$ cat config.mk
export PLATFORM = sky130hd
export DESIGN_NAME = twowire_master
export DESIGN_NICKNAME = d
export VERILOG_FILES = /design/src/rtl/tws_pkg.sv /design/src/rtl/tws_baud_div.sv /design/src/rtl/tws_bus_engine.sv /design/src/rtl/twowire_master.sv
export SDC_FILE = /design/constraint.sdc
export NUM_CORES = 1
export LEC_CHECK = 0
export BUFFER_PORTS_ARGS = -buffer_cell sky130_fd_sc_hd__buf_4
export CAP_MARGIN = 20
export CORE_MARGIN = 8
export CORE_UTILIZATION = 35
export DETAILED_ROUTE_END_ITERATION = 12
export PLACE_DENSITY_LB_ADDON = 0.1
export SYNTH_ARGS = -nofsm -noshare
export SYNTH_HDL_FRONTEND = slang
export SYNTH_SLANG_ARGS = --single-unit
$ cat constraint.sdc
create_clock -name clk -period 11.5 [get_ports clk]
set_clock_uncertainty 0.15 [all_clocks]
set_input_delay 2.3 -clock clk [delete_from_list [all_inputs] [get_ports clk]]
set_output_delay 2.3 -clock clk [all_outputs]
set_load 0.03 [all_outputs]
$ cat src/rtl/tws_pkg.sv
package tws_pkg;
    localparam int DW         = 8;
    localparam int REG_AW     = 5;
    localparam int BAUD_M_W   = 4;
    localparam int BAUD_N_W   = 3;
    localparam int PH_W       = 4;

    localparam logic [REG_AW-1:0] A_SLV  = 5'h00;
    localparam logic [REG_AW-1:0] A_DATA = 5'h04;
    localparam logic [REG_AW-1:0] A_CTRL = 5'h08;
    localparam logic [REG_AW-1:0] A_STAT = 5'h0C;
    localparam logic [REG_AW-1:0] A_EXT  = 5'h10;
    localparam logic [REG_AW-1:0] A_SRST = 5'h1C;

    localparam int C_ACK  = 2;
    localparam int C_FLAG = 3;
    localparam int C_STO  = 4;
    localparam int C_STA  = 5;
    localparam int C_EN   = 6;
    localparam int C_IE   = 7;

    // tick indices inside one bit slot (ten ticks per slot)
    localparam logic [PH_W-1:0] PH_EDGE_A = 4'd0;
    localparam logic [PH_W-1:0] PH_DRV    = 4'd2;
    localparam logic [PH_W-1:0] PH_EDGE_B = 4'd3;
    localparam logic [PH_W-1:0] PH_RISE   = 4'd5;
    localparam logic [PH_W-1:0] PH_EDGE_C = 4'd6;
    localparam logic [PH_W-1:0] PH_SAMP   = 4'd7;
    localparam logic [PH_W-1:0] PH_END    = 4'd9;
    localparam logic [PH_W-1:0] ACK_SLOT  = 4'(DW);

    typedef enum logic [DW-1:0] {
        ST_START  = 8'h08, ST_RSTART = 8'h10,
        ST_WA_ACK = 8'h18, ST_WA_NAK = 8'h20,
        ST_WD_ACK = 8'h28, ST_WD_NAK = 8'h30,
        ST_ARB    = 8'h38,
        ST_RA_ACK = 8'h40, ST_RA_NAK = 8'h48,
        ST_RD_ACK = 8'h50, ST_RD_NAK = 8'h58,
        ST_IDLE   = 8'hF8
    } stat_e;

    typedef enum logic [2:0] {E_IDLE, E_START, E_BIT, E_STOP, E_HOLD} eng_e;

    typedef struct packed {
        logic go;
        logic en;
        logic sta;
        logic sto;
        logic ack;
    } cmd_t;

    function automatic stat_e byte_status(logic is_addr, logic dir_rd, logic tx,
                                          logic got_ack, logic ack_en);
        if (is_addr)
            return dir_rd ? (got_ack ? ST_RA_ACK : ST_RA_NAK)
                          : (got_ack ? ST_WA_ACK : ST_WA_NAK);
        else if (tx)
            return got_ack ? ST_WD_ACK : ST_WD_NAK;
        else
            return ack_en ? ST_RD_ACK : ST_RD_NAK;
    endfunction
endpackage

$ cat src/rtl/tws_baud_div.sv
module tws_baud_div #(
    parameter int M_W = 4,
    parameter int N_W = 3
) (
    input  logic           clk,
    input  logic           srst,
    input  logic [M_W-1:0] m,
    input  logic [N_W-1:0] n,
    output logic           tick
);
    localparam int CNT_W = M_W + (1 << N_W);

    logic [CNT_W-1:0] cnt;
    logic [CNT_W-1:0] lim;

    assign lim  = ({{(CNT_W-M_W){1'b0}}, m} + CNT_W'(1)) << n;
    assign tick = (cnt >= lim - CNT_W'(1));

    always_ff @(posedge clk) begin
        if (srst)      cnt <= '0;
        else if (tick) cnt <= '0;
        else           cnt <= cnt + CNT_W'(1);
    end

    // the counter never runs past the divider limit once settled
    p_cnt_bound_r11: assert property (@(posedge clk) disable iff (srst)
        ($stable(lim) && !$past(tick)) |-> (cnt <= lim));
endmodule

$ cat src/rtl/tws_bus_engine.sv
module tws_bus_engine
    import tws_pkg::*;
(
    input  logic          clk,
    input  logic          srst,
    input  logic          tick,
    input  cmd_t          cmd,
    input  logic          data_we,
    input  logic [DW-1:0] data_wd,
    input  logic          sda_in,
    output logic          scl_lo,
    output logic          sda_lo,
    output logic [DW-1:0] data_q,
    output stat_e         status_q,
    output logic          flag_q
);
    eng_e            st;
    logic [PH_W-1:0] ph;
    logic [PH_W-1:0] bcnt;
    logic            rep, tx, is_addr, ack_en, got_ack;
    logic [DW-1:0]   shreg;
    logic            can_cmd;

    assign data_q  = shreg;
    assign can_cmd = (st == E_IDLE) || (st == E_HOLD);

    always_ff @(posedge clk) begin
        if (srst) begin
            st <= E_IDLE; ph <= '0; bcnt <= '0;
            scl_lo <= 1'b0; sda_lo <= 1'b0;
            shreg <= '0; status_q <= ST_IDLE; flag_q <= 1'b0;
            rep <= 1'b0; tx <= 1'b0; is_addr <= 1'b0;
            ack_en <= 1'b0; got_ack <= 1'b0;
        end else begin
            if (data_we && can_cmd) shreg <= data_wd;
            if (cmd.go && can_cmd) begin
                flag_q <= 1'b0;
                ph     <= '0;
                bcnt   <= '0;
                if (cmd.en) begin
                    if (cmd.sta) begin
                        st  <= E_START;
                        rep <= (st == E_HOLD);
                    end else if (st == E_HOLD) begin
                        if (cmd.sto) st <= E_STOP;
                        else begin
                            st      <= E_BIT;
                            is_addr <= status_q inside {ST_START, ST_RSTART};
                            tx      <= !(status_q inside {ST_RA_ACK, ST_RD_ACK, ST_RD_NAK});
                            ack_en  <= cmd.ack;
                        end
                    end
                end
            end else if (tick) begin
                case (st)
                    E_START, E_STOP: begin
                        ph <= ph + 4'd1;
                        if (ph == PH_EDGE_A) sda_lo <= (st == E_STOP);
                        if (ph == PH_EDGE_B) scl_lo <= 1'b0;
                        if (ph == PH_EDGE_C) sda_lo <= (st == E_START);
                        if (ph == PH_END) begin
                            ph <= '0;
                            if (st == E_START) begin
                                scl_lo   <= 1'b1;
                                st       <= E_HOLD;
                                status_q <= rep ? ST_RSTART : ST_START;
                                flag_q   <= 1'b1;
                            end else begin
                                st       <= E_IDLE;
                                status_q <= ST_IDLE;
                            end
                        end
                    end
                    E_BIT: begin
                        ph <= ph + 4'd1;
                        if (ph == PH_DRV) begin
                            if (bcnt != ACK_SLOT) sda_lo <= tx ? ~shreg[DW-1] : 1'b0;
                            else                  sda_lo <= tx ? 1'b0 : ack_en;
                        end
                        if (ph == PH_RISE) scl_lo <= 1'b0;
                        if (ph == PH_SAMP) begin
                            if (bcnt != ACK_SLOT) begin
                                shreg <= {shreg[DW-2:0], sda_in};
                                if (tx && !sda_lo && !sda_in) begin
                                    st       <= E_IDLE;
                                    ph       <= '0;
                                    scl_lo   <= 1'b0;
                                    sda_lo   <= 1'b0;
                                    status_q <= ST_ARB;
                                    flag_q   <= 1'b1;
                                end
                            end else begin
                                got_ack <= !sda_in;
                            end
                        end
                        if (ph == PH_END) begin
                            ph     <= '0;
                            scl_lo <= 1'b1;
                            if (bcnt == ACK_SLOT) begin
                                st       <= E_HOLD;
                                flag_q   <= 1'b1;
                                status_q <= byte_status(is_addr, shreg[0], tx, got_ack, ack_en);
                            end else begin
                                bcnt <= bcnt + 4'd1;
                            end
                        end
                    end
                    default: ;
                endcase
            end
        end
    end

    // clock line is pulled low for as long as a transfer is held
    p_hold_scl_r9: assert property (@(posedge clk) disable iff (srst)
        (st == E_HOLD) |-> scl_lo);
    // a raised flag always comes with a real event code
    p_flag_code_r9: assert property (@(posedge clk) disable iff (srst)
        $rose(flag_q) |-> (status_q != ST_IDLE));
    // data line does not move while the clock is high inside a byte
    p_sda_stable_r5: assert property (@(posedge clk) disable iff (srst)
        (st == E_BIT && !scl_lo) |=> (st != E_BIT || $stable(sda_lo)));
    // after losing arbitration both lines stay released
    p_arb_release_r10: assert property (@(posedge clk) disable iff (srst)
        (status_q == ST_ARB && flag_q) |-> (!scl_lo && !sda_lo));
    // a stop never raises the event flag
    p_stop_noflag_r8: assert property (@(posedge clk) disable iff (srst)
        (st == E_STOP) |=> !flag_q);
endmodule

$ cat src/rtl/twowire_master.sv
module twowire_master
    import tws_pkg::*;
(
    input  logic              clk,
    input  logic              rst,
    input  logic              reg_wr,
    input  logic [REG_AW-1:0] reg_addr,
    input  logic [DW-1:0]     reg_wdata,
    output logic [DW-1:0]     reg_rdata,
    output logic              irq,
    output logic              scl_oe,
    output logic              sda_oe,
    input  logic              sda_in
);
    localparam int BAUD_W = BAUD_M_W + BAUD_N_W;

    logic                srst;
    logic [DW-1:0]       slv_q, ext_q;
    logic [BAUD_W-1:0]   baud_q;
    logic                ie_q, en_q, ack_q;
    logic                tick;
    cmd_t                cmd;
    logic [DW-1:0]       data_q;
    stat_e               status;
    logic                flag;

    assign srst = rst || (reg_wr && reg_addr == A_SRST);

    always_ff @(posedge clk) begin
        if (srst) begin
            slv_q <= '0; ext_q <= '0; baud_q <= '0;
            ie_q <= 1'b0; en_q <= 1'b0; ack_q <= 1'b0;
        end else if (reg_wr) begin
            case (reg_addr)
                A_SLV:  slv_q  <= reg_wdata;
                A_EXT:  ext_q  <= reg_wdata;
                A_STAT: baud_q <= reg_wdata[BAUD_W-1:0];
                A_CTRL: begin
                    ie_q  <= reg_wdata[C_IE];
                    en_q  <= reg_wdata[C_EN];
                    ack_q <= reg_wdata[C_ACK];
                end
                default: ;
            endcase
        end
    end

    assign cmd.go  = reg_wr && (reg_addr == A_CTRL);
    assign cmd.en  = reg_wdata[C_EN];
    assign cmd.sta = reg_wdata[C_STA];
    assign cmd.sto = reg_wdata[C_STO];
    assign cmd.ack = reg_wdata[C_ACK];

    tws_baud_div #(.M_W(BAUD_M_W), .N_W(BAUD_N_W)) u_div (
        .clk  (clk),
        .srst (srst),
        .m    (baud_q[BAUD_W-1:BAUD_N_W]),
        .n    (baud_q[BAUD_N_W-1:0]),
        .tick (tick)
    );

    tws_bus_engine u_eng (
        .clk      (clk),
        .srst     (srst),
        .tick     (tick),
        .cmd      (cmd),
        .data_we  (reg_wr && reg_addr == A_DATA),
        .data_wd  (reg_wdata),
        .sda_in   (sda_in),
        .scl_lo   (scl_oe),
        .sda_lo   (sda_oe),
        .data_q   (data_q),
        .status_q (status),
        .flag_q   (flag)
    );

    always_comb begin
        reg_rdata = '0;
        case (reg_addr)
            A_SLV:  reg_rdata = slv_q;
            A_EXT:  reg_rdata = ext_q;
            A_DATA: reg_rdata = data_q;
            A_STAT: reg_rdata = status;
            A_CTRL: begin
                reg_rdata[C_IE]   = ie_q;
                reg_rdata[C_EN]   = en_q;
                reg_rdata[C_FLAG] = flag;
                reg_rdata[C_ACK]  = ack_q;
            end
            default: ;
        endcase
    end

    assign irq = flag && ie_q;

    // a soft-reset write leaves the block idle on the next edge
    p_softreset_r1: assert property (@(posedge clk) disable iff (rst)
        (reg_wr && reg_addr == A_SRST) |=> (status == ST_IDLE && !scl_oe && !sda_oe && !irq));
endmodule

Yosys cells after proc, flatten, opt, wreduce, memory -nomap -nowiden
Cells that the tools add are included.
Storage, ports and cells
  register bits: 73
  latch bits: 0
  memory bits (writable): 0
  bits in read-only memories: 0
  input bits: 17
  output and inout bits: 11
  logic and storage cells: 172
  memories: 0
Operators by class
  add/sub/neg operators: 5
  $mul: 0
  div/mod/pow operators: 0
  $lt $le $gt $ge: 1
  eq/ne operators: 28
  shifts and indexed selects: 1
  muxes and demuxes: 73
  bitwise gates (word level): 6
  reduce and logical (&&, ||, !) cells: 38
Operators with widths (count)
  two-way mux 8 bit: 16
  two-way mux 3 bit: 12
  two-way mux 4 bit: 7
  two-way mux 1 bit: 25
  == test 8 x 7 -> 1 bit (second input constant): 3
  one-hot mux 2 bit (5 select lines): 2
  one-hot mux 2 bit (4 select lines): 2
  one-hot mux 8 bit (2 select lines): 1
  AND reduction 4 bit: 4
  AND reduction 5 bit: 3
  adder 12 x 1 -> 12 bit (second input constant): 1
  == test 4 x 3 -> 1 bit (second input constant): 3
  >= comparator 12 bit: 1
  left shift 12 x 3 -> 12 bit: 1
  subtractor 12 x 1 -> 12 bit (second input constant): 1
  == test 5 x 4 -> 1 bit (second input constant): 2
  == test 5 bit (second input constant): 2
  two-way mux 5 bit: 2
  AND reduction 2 bit: 5
  adder 4 x 1 -> 4 bit (second input constant): 2
  == test 4 x 2 -> 1 bit (second input constant): 2
  == test 4 bit (second input constant): 2
  == test 8 x 4 -> 1 bit (second input constant): 1
  == test 8 x 5 -> 1 bit (second input constant): 1
  25 further kinds: 51

Logic depth before layout (Yosys ltp)
  depth after elaboration: 11
  mapped depth: 17
  gate-level depth less buffers: 16

Hierarchy
From an unflattened synthesis, not the netlist that was laid out.
Unflattened totals
  cell total of the unflattened synthesis: 571
  area, all modules: 4863.4 µm²
Modules (own cells, without submodules)
  tws_bus_engine: instances 1, cells each 233, area each 2077.0 µm², seq. area each 700.7 µm²
  twowire_master: instances 1, cells each 181, area each 1487.7 µm², seq. area each 520.5 µm²
  tws_baud_div: instances 1, cells each 157, area each 1298.7 µm², seq. area each 240.2 µm²

Worst setup path before layout
No wires, ideal clock.
  kind: input to output
  start point: input reg_addr[4]
  end point: output reg_rdata[0]
  arrival: 3.642 ns
  data required time: 9.050 ns
  slack: 5.408 ns
  stages on the path: 4
  buffers on the path: 0
  path through: or3_1 nor3b_2 a22oi_1 o21ai_0
Between the ends
  word-level cells in the longest chain between the ends: 2
  elaborated cells between the ends (all ways): 5
  classes of those cells: eq/ne (3); mux (1); reduce/logical (1)
Ends and longest elaborated chain
  from (decl): line twowire_master.sv:7  | input logic [REG_AW-1:0] reg_addr,
  == test 5 x 4 -> 1 bit (tied with other cells): line twowire_master.sv:79  | case (reg_addr)
  one-hot mux 2 bit (4 select lines) (*): line twowire_master.sv:79
  to (decl): line twowire_master.sv:9  | output logic [DW-1:0] reg_rdata,
Mark *: on every way between the ends. The rest lies on a longest branch, timed or not.

Final worst setup path
Ends and elaborated chain as after synthesis.

==> results.md <==
* Outcome: complete, no violations
* Static leakage at approximately 2.1 nW
* Via count of the first global-routing pass at 3,963
* Initial core utilization at 35.6%
* Minimum setup slack in the final design at roughly 5 ns
* Part of the Yosys area used for sequential elements at between 30% and 40%
* Worst endpoint required time at between 9 and 10 ns
* Worst hold path stage count at 1
* Vias per std cell at around 5.5
* Synth Register Bits at 73
* Relative area change from synthesis to final layout at 12.2%
* Clk sink count at 73
* Buffers on Ports at 27
* Clock tree buffer depth at 2
* Residual DRC at 0
* Final worst hold slack at between 0.3 and 0.4 ns
* Warnings from Yosys at 0
* Max Slew Vio Count at 0
* Summed negative setup slack over all endpoints at 0 ns
* Power per Cell Area at 109 nW/µm²
* FFs w/ async S/R, synth at 0%
* Count of different cell masters after synthesis at 68
* Post-Place Setup Slack at between 4 and 5 ns
* Number of filler instances in the final layout at approximately 1,400
* Syn_nets at between 600 and 700
* Worst slew margin relative to its limit at a little over a third
* Worst-case hold path end point: u_div.cnt[0]$_SDFF_PP0_
* TritonRoute pass-1 iters at 5
* Clk_lat worst skew at around 0.34 ns
* Largest driver fanout on the critical path at 13
* Crit Reg-Reg Startpoint: baud_q[0]$_SDFFE_PP0P_
* Routed len/inst at 16.8 µm
* GPL Wtd Cong at 0.789
* Die boundary height at around 130 µm
* Data arrival at the endpoint of the critical path at a little over 4 ns
* Number of flops mapped to enable cells by yosys at 0
* Endpoints failing setup at 0
* Detailed-route via count at around 4,100
* Post-CTS repair timing setup buffer count at 0
* CTS HTree Levels at 3
* Crit share post-route at around 57%
* Iteration-0 DRC count of the detailed router at ~250
* Min Tclk post-route at between 6 and 7 ns
* Core region area at between 10,000 and 15,000 µm²
* Antenna violations before repair at 0
* TritonCTS clock tree: done
* Pin slew with the least headroom to its limit at around 1 ns
* Maximum Capacitance Violations at 0
* Peak ir drop on the vdd network at 0.0000670 V
* Layout cell share with drive strength beyond 1 at roughly a tenth
* Remaining antenna violation count at 0
* Instance area after placement at 4960 µm²
* Critical Path Start Type: input port
* Total number of nets in the final design at ~610
* Maximum number of pins on one net before global-route repair at 28
* Die footprint at around 17,000 µm²
* Gr ovfl total at 0
* Critical Path End Type: primary output
* Worst flop-to-flop path endpoint: u_div.cnt[11]$_SDFF_PP0_
* Cells after Synth at between 500 and 600
* Highest Clock Rate at about 150 MHz
* Unrepaired setup endpoints after global routing: false
* Mean instance size in the synthesized netlist at 8.28 µm²
* Total inserted antenna cells at 0
* GR Util All Layers at 14.7%
* Worst reg2reg path depth at 13
* Total half-perimeter wirelength after legalization and detailed placement at roughly 9.3 mm
* CTS buffer count at 9
* Final design utilization at 39.9%
* Number of instances resized during post-cts repair at 0
* Register-to-register setup slack at ~7 ns
* Final hold violations at 0
* DRT Wirelength at roughly 13 mm
* Wire length of the first global-routing pass at 20.7 mm
* IO Pins at 28
* Die boundary width at roughly 130 µm
* Class of the most critical hold timing path: reg2reg
* Hold Buf Count CTS at 0
* Launch point of the worst hold path: u_div.cnt[0]$_SDFF_PP0_
* Reg clk slew, reported paths at ~0.06 ns
* Non-Filler Cell Area, Final at ~5200 µm²
* CTS root buffer: clkbuf_16
* Netlist area before placement at 4670 µm²
* Setup Crit Path Kind: in2out
* Count of standard-cell rows at 42
* Flip-flop cell with the highest count after synthesis: dfxtp_1
[power breakdown]
| part | internal [mW] | switching (mW) | total (mW) |
|---|---|---|---|
| logic | 0.0157 | 0.0340 | 0.0496 |
| registers | 0.255 | 0.00301 | 0.258 |
| clock network | 0.148 | 0.117 | 0.265 |
[placed cells by master, fill, tap and decap left out, types with 7 or more instances in the layout]
cell        n
nor2_1     68
inv_1      13
nor4_1     11
nand3_1    11
mux2i_1    51
nand4_1     8
clkbuf_16   9
nor2b_1    11
nor3_1      7
and2_1      8
xor2_1     12
o21ai_0    25
xnor2_1    12
dfxtp_1    73
o31ai_1     7
a21oi_1    30
ha_1       23
nand2_1    45
buf_4      28
nand3b_1    8
a211oi_1   10
and3_1     10
[worst max-delay path, cell delays in order]
cell	delay, ns
buf_4	0.18
or3_1	0.45
nor3b_2	0.60
a22oi_1	0.18
o21ai_0	0.14
buf_4	0.20
[synthesized netlist by cell type (all sizes together) (3+ instances only)]
master,instances,area share (%)
nand4,8,1.1
and3b,4,0.75
nand3b,8,1.3
ha,23,6.2
or3,6,0.80
nor4,11,1.5
a21oi,30,3.2
a211oi,11,1.9
o21a,4,0.64
xor2,12,2.2
o31ai,7,1.1
a41oi,3,0.56
mux2i,51,11
a221o,5,1.1
xnor2,12,2.2
and3,10,1.3
nand4b,4,0.75
or4,6,0.96
o21ai,27,2.9
dfxtp,73,31
nor3b,5,1.0
buf,15,1.8
nor2b,11,1.5
nor2,70,5.8
a22oi,5,0.80
inv,13,1.0
and2,9,1.2
nand2b,4,0.54
a31oi,4,0.54
nor3,8,0.96
nand3,11,1.2
clkbuf,16,1.3
nand2,46,3.7
[flip-flops by register name, indices dropped and copies added, names as in the netlist]
register and count:
u_eng.ph 4, u_eng.st 3, u_eng.scl_lo 1, u_eng.data_q 8, u_div.cnt 12, baud_q 7
ext_q 8, u_eng.bcnt 4, u_eng.sda_lo 1, u_eng.status_q 8, ie_q 1, ack_q 1
en_q 1, u_eng.rep 1, u_eng.tx 1, slv_q 8, u_eng.ack_en 1, u_eng.is_addr 1
u_eng.flag_q 1, u_eng.got_ack 1
[worst max-delay path by stage]
| stage | from | endpoint | slack [ns] |
|---|---|---|---|
| global placement | reg_addr[4] | reg_rdata[0] | 5.04 |
| CTS | reg_addr[4] | reg_rdata[0] | 4.99 |
| detailed placement | reg_addr[4] | reg_rdata[0] | 4.99 |
| floorplan | reg_addr[4] | reg_rdata[0] | 5.41 |
| finish | reg_addr[4] | reg_rdata[0] | 4.98 |
| global route | reg_addr[4] | reg_rdata[1] | 4.89 |
[layer usage]
metal  up-vias  GRT usage (%)  share of wire [%]
li1       2076              -                  -
met1      1982           18.7                 48
met2        64           23.9                 47
met3        20           2.90                3.1
met4         0           5.87                2.3
met5         -              0                  0
[cells by family after synthesis]
group	Yosys count	synth area share (%)
adders and majority gates	23	6.16
and+or+nand+nor	230	25.9
buffers and inverters	45	4.20
xor gates and xnor gates	24	4.50
muxes	51	10.9
DFF	73	31.3
AOI/OAI and AO/OA	118	17.0
[final cells by class]
type                    instances  area, µm²  area share, %
well taps                     176        220           4.20
inverters                      14       52.6           1.00
multi-input cells             446       3010           57.5
flip-flops and latches         73       1460           27.9
clock buffers                   9        225           4.29
repair buffers                 29        215           4.10
clock inverters                 7       55.1           1.05
[stage by stage]
stage / cells / power (mW)
after floorplan: 564 / 0.294
after global placement: 737 / 0.313
after detailed placement: 737 / 0.313
after CTS: 753 / 0.581
after global routing: 754 / 0.598
final: 754 / 0.573
Note: power is estimated with default switching activity, not from simulation.
